## src/rtl/slice_chain_adder.sv

```systemverilog
module slice_chain_adder #(
  parameter int W        = 8,
  parameter bit CARRY_UP = 1'b1
) (
  input  logic [W-1:0] op_a,
  input  logic [W-1:0] op_b,
  input  logic         carry_in,
  input  logic [1:0]   op_mode,
  output logic [W-1:0] result,
  output logic         carry_out,
  output logic         ovf
);
  localparam int NC = W / 2;

  initial begin
    if (W < 2 || (W % 2) != 0) $error("slice_chain_adder: W must be even and at least 2");
  end

  logic [W-1:0] b_eff;
  logic         c_first;
  logic [NC:0]  chain;
  logic [NC-1:0] mid;
  logic         chain_last;
  logic         c_top_in;

  always_comb begin
    unique case (op_mode)
      2'b00: begin b_eff = op_b;                   c_first = carry_in; end
      2'b01: begin b_eff = ~op_b;                  c_first = 1'b1;     end
      2'b10: begin b_eff = {{(W-1){1'b0}}, 1'b1};  c_first = 1'b0;     end
      default: begin b_eff = '1;                   c_first = 1'b0;     end
    endcase
  end

  generate
    if (CARRY_UP) begin : g_up
      assign chain[0]   = c_first;
      assign chain_last = chain[NC];
    end else begin : g_down
      assign chain[NC]  = c_first;
      assign chain_last = chain[0];
    end

    for (genvar p = 0; p < NC; p++) begin : g_cell
      localparam int KIN  = CARRY_UP ? p     : NC - p;
      localparam int KOUT = CARRY_UP ? p + 1 : NC - 1 - p;
      logic a0, a1, b0, b1, ci;
      assign a0 = op_a[2*p];
      assign a1 = op_a[2*p+1];
      assign b0 = b_eff[2*p];
      assign b1 = b_eff[2*p+1];
      assign ci = chain[KIN];
      assign result[2*p]   = a0 ^ b0 ^ ci;
      assign mid[p]        = (a0 & b0) | ((a0 ^ b0) & ci);
      assign result[2*p+1] = a1 ^ b1 ^ mid[p];
      assign chain[KOUT]   = (a1 & b1) | ((a1 ^ b1) & mid[p]);
    end
  endgenerate

  assign c_top_in  = mid[NC-1];
  assign carry_out = (op_a[W-1] & b_eff[W-1]) | ((op_a[W-1] ^ b_eff[W-1]) & c_top_in);
  assign ovf       = c_top_in ^ carry_out;
endmodule

```

## config.mk

```make
export PLATFORM = sky130hd
export DESIGN_NAME = slice_chain_adder
export DESIGN_NICKNAME = d
export VERILOG_FILES = /design/src/rtl/slice_chain_adder.sv
export SDC_FILE = /design/constraint.sdc
export NUM_CORES = 1
export LEC_CHECK = 0
export BUFFER_PORTS_ARGS = -buffer_cell sky130_fd_sc_hd__buf_4
export CAP_MARGIN = 20
export CORE_AREA = 2 2 39 41
export DETAILED_ROUTE_END_ITERATION = 6
export DIE_AREA = 0 0 41 43
export GPL_ROUTABILITY_DRIVEN = 0
export GPL_TIMING_DRIVEN = 0
export SETUP_SLACK_MARGIN = 0.02
export SLEW_MARGIN = 20
export SYNTH_ARGS = -nofsm -noshare
export SYNTH_HDL_FRONTEND = slang
export SYNTH_SLANG_ARGS = --single-unit
```

## constraint.sdc

```tcl
create_clock -name vclk -period 9.14
set_input_delay 2.285 -clock vclk [all_inputs]
set_output_delay 2.285 -clock vclk [all_outputs]
set_load 0.05 [all_outputs]
```

==> results.toml, run 1 <==
[run_status]
status = "finished, final reports clean"

[yosys]
synth.distinct_cells = 9
synth_warnings = 0
synth_area_leader = "sky130_fd_sc_hd__fa_1"
post_synth_top_area_share_pct = 44.8
syn_nets = 69
sequential_fraction_of_the_synthesis_area_pct = 0
post_synth_inst_count = 42
area_of_the_mapped_netlist_um2 = 358
cell_types_occupying_the_most_area_after_synthesis = "sky130_fd_sc_hd__fa_1, sky130_fd_sc_hd__xnor2_1, sky130_fd_sc_hd__inv_1"
syn_area_per_cell_um2 = 8.52

[setup_path]
setup.worst_path.start = "op_mode[0]"
critPathMaxFanout = 9
worst_ep_required_time_ns = 6.86
worstSetupStartpointType = "input pin"
worst_ep_arrival_time_ns = 6.13
cp-end-kind = "output port"
crit_type = "input pin to output port"
worst_setup_path_endpoint = "result[7]"

[power_and_ir_drop]
static-leakage-power_uw = 0.000317
power.density_nw_per_um2 = 156
vdd_ir_drop_max_v = 0.0000797

[route]
drt_iter0_markers = 1
routed_wirelength_um = 631
via_per_inst = 3.80
routed-via-count = 327
detail_route.drc_violations = 0
count_of_nets_left_with_antenna_violations_after_detail_routing = 0
dr.pass1.iters = 2
routed_wire_length_per_instance_um = 7.34

[clock_tree]
ctsHoldBuffers = 0
cts.repair.resized = 0
buffers_inserted_during_post_cts_setup_optimization = 0

[finish]
nClkBuffers = 0
flops_and_latches = 0
post_route_cells_drive_above_1_share_pct = 41.4
area_of_combinational_cells_with_multiple_inputs_um2 = 294
final_net_count = 99
area_growth_syn_to_layout_pct = 64.3
insertedDiodeCount = 0
final_common_cell = "sky130_fd_sc_hd__buf_4"
mostFrequentLayoutCells = "sky130_fd_sc_hd__buf_4, sky130_fd_sc_hd__inv_1, sky130_fd_sc_hd__xnor2_1, sky130_fd_sc_hd__fa_1, sky130_fd_sc_hd__nor2b_1"
fillers = 158
seqCellArea_um2 = 0

[die]
die_y_um = 43
fp.dieArea_um2 = 1760
floorplan.io_pins = 29
design.core.area_um2 = 1380
row_count = 14
initial_utilization_pct = 25.9
die_w_um = 41

[sta]
final-hold-violation-count = 0
max_clock_freq_mhz = 119
hold_ws_ns = 5.00
period_share_pct = 92.0
fin_setup_tns_ns = 0
maxSlewViolCount = 0
slew_headroom_pct = 87.2
finalCriticalPeriod_ns = 8.41
rsz0062_at_grt = "false"
worstMarginPinSlew_ns = 0.191
timing.final.setup_violations = 0

[grt]
gr-usage-all-layers_pct = 8.38
grt_overflow = 0
grt_start_max_net_pins = 10
grt_pass1_vias = 272
grt_antenna_before_repair = 0
grt_pass1_wl_um = 1120

[run]
max_cap_viol_count = 0

[placement]
detailedPlacementHpwl_um = 605
port_buffers = 28

[worst_hold_path]
hold_class = "input pin to output port"
==> critical path: stages <==
cell	delay, ns
sky130_fd_sc_hd__buf_4	0.16
sky130_fd_sc_hd__xor2_1	0.15
sky130_fd_sc_hd__nor2_1	0.07
sky130_fd_sc_hd__fa_1	0.41
sky130_fd_sc_hd__fa_1	0.39
sky130_fd_sc_hd__fa_1	0.39
sky130_fd_sc_hd__fa_1	0.39
sky130_fd_sc_hd__fa_1	0.38
sky130_fd_sc_hd__fa_1	0.40
sky130_fd_sc_hd__fa_1	0.41
sky130_fd_sc_hd__inv_1	0.09
sky130_fd_sc_hd__fa_1	0.40
sky130_fd_sc_hd__buf_4	0.20
==> logic make-up (layout without fill, tap and decap cells) <==
group / after synthesis / after routing / synth area share (%)
AOI/OAI and AO/OA: 1 / 1 / 2.10
and+or+nand+nor: 8 / 8 / 13.3
buffers and inverters: 16 / 44 / 17.8
adders and majority gates: 8 / 8 / 44.8
xor gates and xnor gates: 9 / 9 / 22.0
==> synth_stat cells <==
library cell	count
sky130_fd_sc_hd__inv_1	15
sky130_fd_sc_hd__fa_1	8
sky130_fd_sc_hd__xnor2_1	8
sky130_fd_sc_hd__nor2b_1	6
sky130_fd_sc_hd__buf_4	1
sky130_fd_sc_hd__nand2b_1	1
sky130_fd_sc_hd__nor2_1	1
sky130_fd_sc_hd__o21bai_1	1
sky130_fd_sc_hd__xor2_1	1
==> metrics by stage <==
stage          instances  setup slack [ns]  util (%)  instance area (um2)  total power (uW)
5_1_grt               86             0.564      42.5                  588              97.7
4_1_cts               86             0.679      42.5                  588              93.2
3_5_place_dp          86             0.681      42.5                  588              92.8
6_report              86             0.727      42.5                  588              91.8
2_1_floorplan         42             0.394         -                  358              66.2
3_3_place_gp          86             0.687      42.5                  588              92.2
==> area by class of cell <==
type / instances / share of cell area [%]
Inverter: 15 / 9.57
Buffer: 1 / 1.28
Multi-Input combinational cell: 26 / 50.0
Timing Repair Buffer: 28 / 35.7
Tap cell: 16 / 3.40
==> metal layers <==
metal / wire [um] / vias to the layer above / global-route usage (%)
met3: 85 / 0 / 1.05
li1: - / 167 / -
met1: 250 / 139 / 12.8
met2: 294 / 21 / 13.1
met4: 0 / 0 / 0
met5: 0 / - / 0
==> where the power goes <==
part | switching [uW] | internal, uW | total [uW] | leakage (uW)
clock network | 0 | 0 | 0 | 0
registers | 0 | 0 | 0 | 0
logic | 60.8 | 31.0 | 91.8 | 0.000317
total | 60.8 | 31.0 | 91.8 | 0.000317
==> how the worst min path moves through the flow <==
| stage | depth (start not counted) | from | to |
|---|---|---|---|
| after floorplan | 3 | op_a[0] | result[0] |
| after global placement | 3 | op_a[7] | result[7] |
| after detailed placement | 3 | op_a[7] | result[7] |
| after CTS | 3 | op_a[7] | result[7] |
| after global routing | 3 | op_a[7] | result[7] |
| final | 3 | op_a[7] | result[7] |
Power figures use the tool's default switching activity.
==> inputs of run 2 (changes only) <==
- ABC_AREA: not set -> 1
==> results.toml, run 2 <==
[run_status]
status = "finished, final reports clean"

[sta]
fin_setup_tns_ns = 0
maxSlewViolCount = 0
max_clock_freq_mhz = 119
worstMarginPinSlew_ns = 0.204
final-hold-violation-count = 0
timing.final.ws_setup_ns = 0.720
rsz0062_at_grt = "false"
timing.final.setup_violations = 0
period_share_pct = 92.1
slew_headroom_pct = 86.3
finalCriticalPeriod_ns = 8.42

[yosys]
netlist_top_cells_count = "sky130_fd_sc_hd__inv_1, sky130_fd_sc_hd__nand2_1, sky130_fd_sc_hd__fa_1, sky130_fd_sc_hd__nand3_1, sky130_fd_sc_hd__or2_0"
synth_area_leader = "sky130_fd_sc_hd__fa_1"
synth.distinct_cells = 13
area_of_the_mapped_netlist_um2 = 397
sequential_fraction_of_the_synthesis_area_pct = 0
synth_warnings = 0
syn_area_per_cell_um2 = 7.08
post_synth_top_area_share_pct = 40.4
post_synth_inst_count = 56
cell_types_occupying_the_most_area_after_synthesis = "sky130_fd_sc_hd__fa_1, sky130_fd_sc_hd__inv_1, sky130_fd_sc_hd__nand3_1"
yosysMostFrequentCell = "sky130_fd_sc_hd__inv_1"
syn_nets = 83

[finish]
post_route_cells_drive_above_1_share_pct = 38.8
area_growth_syn_to_layout_pct = 59.9
nClkBuffers = 0
mostFrequentLayoutCells = "sky130_fd_sc_hd__buf_4, sky130_fd_sc_hd__inv_1, sky130_fd_sc_hd__nand2_1, sky130_fd_sc_hd__fa_1, sky130_fd_sc_hd__nand3_1"
fillers = 147
insertedDiodeCount = 0
final_common_cell = "sky130_fd_sc_hd__buf_4"
seqCellArea_um2 = 0
flops_and_latches = 0
final_net_count = 114

[power_and_ir_drop]
power.density_nw_per_um2 = 135
static-leakage-power_uw = 0.000378
fin_total_pwr_uw = 85.8
vdd_ir_drop_max_v = 0.0000762

[placement]
port_buffers = 29
detailedPlacementHpwl_um = 695
detailedPlace.worstSlack_ns = 0.712

[route]
drt_iter0_markers = 2
dr.pass1.iters = 4
routed_wire_length_per_instance_um = 7.65
via_per_inst = 4.03
detail_route.drc_violations = 0
count_of_nets_left_with_antenna_violations_after_detail_routing = 0
routed-via-count = 407
routed_wirelength_um = 773

[die]
design.core.area_um2 = 1380
die_y_um = 43
row_count = 14
fp.dieArea_um2 = 1760
floorplan.io_pins = 29
die_w_um = 41
initial_utilization_pct = 28.7

[clock_tree]
buffers_inserted_during_post_cts_setup_optimization = 0
cts.repair.resized = 0
ctsHoldBuffers = 0

[setup_path]
crit_type = "input pin to output port"
cpMaxStageDelayCell = "sky130_fd_sc_hd__fa_1"
cp-end-kind = "output port"
cpLargestDelayFamily = "adder cells"
worst_ep_required_time_ns = 6.86
worst_ep_arrival_time_ns = 6.13
path_cells = "buf_4, inv_1, nand2_1, nand2_1, nor2_1, fa_1, fa_1, fa_1, fa_1, fa_1, fa_1, fa_1, inv_1, fa_1, buf_4"
timing.critical_path.buf_inv = 4
most_common_cell_on_crit_path = "sky130_fd_sc_hd__fa_1"
peak_per_stage_delay_on_the_critical_path_ns = 0.41
critPathMaxFanout = 3
worstSetupStartpointType = "input pin"

[grt]
grt_start_max_net_pins = 11
grt_antenna_before_repair = 0
grt_pass1_vias = 360
gr-usage-all-layers_pct = 9.88
grt_overflow = 0
grt_pass1_wl_um = 1320

[run]
max_cap_viol_count = 0

[worst_hold_path]
hold_class = "input pin to output port"
## run 2: layout make-up
class                           count  area [um2]  area share (%)
Multi-Input combinational cell     38         322            50.7
Timing Repair Buffer               29         218            34.3
Inverter                           17        63.8            10.1
Tap cell                           16        20.0            3.16
Buffer                              1        11.3            1.78
## run 2: where the power goes
part | total [uW] | switching (uW) | internal [uW]
Sequential | 0 | 0 | 0
Combinational | 85.8 | 57.2 | 28.7
Clock | 0 | 0 | 0
Total | 85.8 | 57.2 | 28.7
## run 2: metrics by stage
step                hold slack, ns  area (um2)  cells  utilization, %
floorplan                     4.97         397     56               -
global placement              5.00         634    101            45.8
detailed placement            5.00         634    101            45.8
CTS                           5.01         634    101            45.8
finish                        5.00         634    101            45.8
global route                  5.03         634    101            45.8
## run 2: cell families after synthesis
group / count (synthesis) / share of synthesized area, %
buffers and inverters: 18 / 18.9
adders and majority gates: 8 / 40.4
AOI/OAI and AO/OA: 1 / 1.26
xor gates and xnor gates: 1 / 2.21
and+or+nand+nor: 28 / 37.2
## run 2: worst paths after layout
path | start | end | slack [ns] | depth (start not counted)
max | op_mode[0] | result[7] | 0.72 | 15
min | op_a[7] | result[7] | 5.00 | 3
## run 2: worst min-delay path, delay by kind of cell
kind                     cells  cell delay (ns)
adder cells (fa/ha/maj)      1             0.16
buffers and inverters        2             0.28
## run 2: layer usage
metal / global-route usage, % / wire, um
met4: 0 / 0
met1: 15.0 / 357
met2: 16.3 / 339
met5: 0 / 0
met3: 0 / 76
==> inputs of run 3 (changes only) <==
--- a/config.mk
+++ b/config.mk
@@ -9,9 +9,8 @@
 export BUFFER_PORTS_ARGS = -buffer_cell sky130_fd_sc_hd__buf_4
 export CAP_MARGIN = 20
-export CORE_AREA = 2 2 39 41
+export CORE_AREA = 4 4 41 43
 export DETAILED_ROUTE_END_ITERATION = 6
-export DIE_AREA = 0 0 41 43
+export DIE_AREA = 0 0 45 47
 export GPL_ROUTABILITY_DRIVEN = 0
-export GPL_TIMING_DRIVEN = 0
 export SETUP_SLACK_MARGIN = 0.02
 export SLEW_MARGIN = 20
==> constraint.sdc (replaced) <==
create_clock -name vclk -period 9.14
set_input_delay 0 -clock vclk [all_inputs]
set_output_delay 0 -clock vclk [all_outputs]
set_load 0.05 [all_outputs]
==> results.toml, run 3 (synthesized netlist as in run 2, its figures left out) <==
[setup_path]
worst_ep_required_time_ns = 9.14
crit_type = "input pin to output port"
cpMaxStageDelayCell = "sky130_fd_sc_hd__fa_1"
peak_per_stage_delay_on_the_critical_path_ns = 0.42
worst_ep_arrival_time_ns = 3.92
cp-end-kind = "output port"
critPathMaxFanout = 11
path_cells = "buf_4, inv_1, nand2_1, nand2_1, nor2_1, fa_1, fa_1, fa_1, fa_1, fa_1, fa_1, fa_1, inv_1, fa_1, buf_4"
most_common_cell_on_crit_path = "sky130_fd_sc_hd__fa_1"
worstSetupStartpointType = "input pin"

[grt]
grt_overflow = 0
grt_start_max_net_pins = 12
grt_pass1_wl_um = 1440
grt_antenna_before_repair = 0
gr-usage-all-layers_pct = 8.43
grt_pass1_vias = 380

[die]
die_y_um = 47
initial_utilization_pct = 30.5
fp.dieArea_um2 = 2120
row_count = 13
floorplan.io_pins = 29
die_w_um = 45
design.core.area_um2 = 1300

[sta]
maxSlewViolCount = 0
max_clock_freq_mhz = 255
slew_headroom_pct = 86.3
timing.final.setup_violations = 0
fin_setup_tns_ns = 0
rsz0062_at_grt = "false"
worstMarginPinSlew_ns = 0.204
timing.final.ws_setup_ns = 5.22
final-hold-violation-count = 0
finalCriticalPeriod_ns = 3.92
period_share_pct = 42.9

[finish]
post_route_cells_drive_above_1_share_pct = 38.1
insertedDiodeCount = 0
seqCellArea_um2 = 0
fillers = 144
final_net_count = 113
mostFrequentLayoutCells = "sky130_fd_sc_hd__buf_4, sky130_fd_sc_hd__inv_1, sky130_fd_sc_hd__nand2_1, sky130_fd_sc_hd__fa_1, sky130_fd_sc_hd__nand3_1"
nClkBuffers = 0
area_growth_syn_to_layout_pct = 56.8
finish.cell_count_without_fillers = 99
final_common_cell = "sky130_fd_sc_hd__buf_4"
flops_and_latches = 0
post_route_cell_area_um2 = 622

[power_and_ir_drop]
power.density_nw_per_um2 = 139
static-leakage-power_uw = 0.000372
vdd_ir_drop_max_v = 0.0000809

[route]
routed_wirelength_um = 874
drt_iter0_markers = 3
dr.pass1.iters = 2
via_per_inst = 4.09
routed_wire_length_per_instance_um = 8.83
detail_route.drc_violations = 0
count_of_nets_left_with_antenna_violations_after_detail_routing = 0
routed-via-count = 405

[run_status]
status = "finished, final reports clean"

[worst_hold_path]
hold_class = "input pin to output port"

[clock_tree]
buffers_inserted_during_post_cts_setup_optimization = 0
ctsHoldBuffers = 0
cts.repair.resized = 0

[placement]
post-place-cells = 99
detailedPlace.worstSlack_ns = 5.20
detailedPlacementHpwl_um = 816
post_placement_cell_area_um2 = 622
port_buffers = 29

[run]
max_cap_viol_count = 0
run 3: changes by cell type in the layout (fill, tap and decap cells not counted):
cell                    previous run  this run
sky130_fd_sc_hd__buf_6             1         0
run 3: through the flow:
stage / power, uW / utilization (%) / hold WS, ns
floorplan: 61.2 / - / 0.404
global placement: 86.4 / 47.8 / 0.431
detailed placement: 87.2 / 47.8 / 0.429
CTS: 87.6 / 47.8 / 0.429
global route: 93.9 / 47.8 / 0.467
finish: 86.3 / 47.8 / 0.427
run 3: power by group:
group          switching (uW)  total [uW]  internal [uW]
Sequential                  0           0              0
Clock                       0           0              0
Combinational            57.7        86.3           28.6
Total                    57.7        86.3           28.6
run 3: final timing paths:
path | endpoint | slack, ns | from | depth (start not counted)
max | result[7] | 5.22 | op_mode[0] | 15
min | result[7] | 0.43 | op_a[7] | 3
run 3: final cells by class:
cell class	count	area, um2	share of cell area (%)
multi-input combinational	38	322	51.7
timing repair buffer	29	218	35.0
inverter	17	63.8	10.3
tap	15	18.8	3.02
run 3: worst max-delay path, delay by kind of cell:
kind	cells	cell delay, ns
adder cells (fa/ha/maj)	8	3.18
buffers and inverters	4	0.56
AND/OR/NAND/NOR	3	0.17
run 3: layer usage:
layer	up-vias	part of all wire (%)	track usage, %	wire length [um]
met5	-	0	0	0
met4	0	0	0	0
met3	0	15	1.53	129
met2	21	44	13.6	384
met1	168	41	12.5	360
li1	216	-	-	-
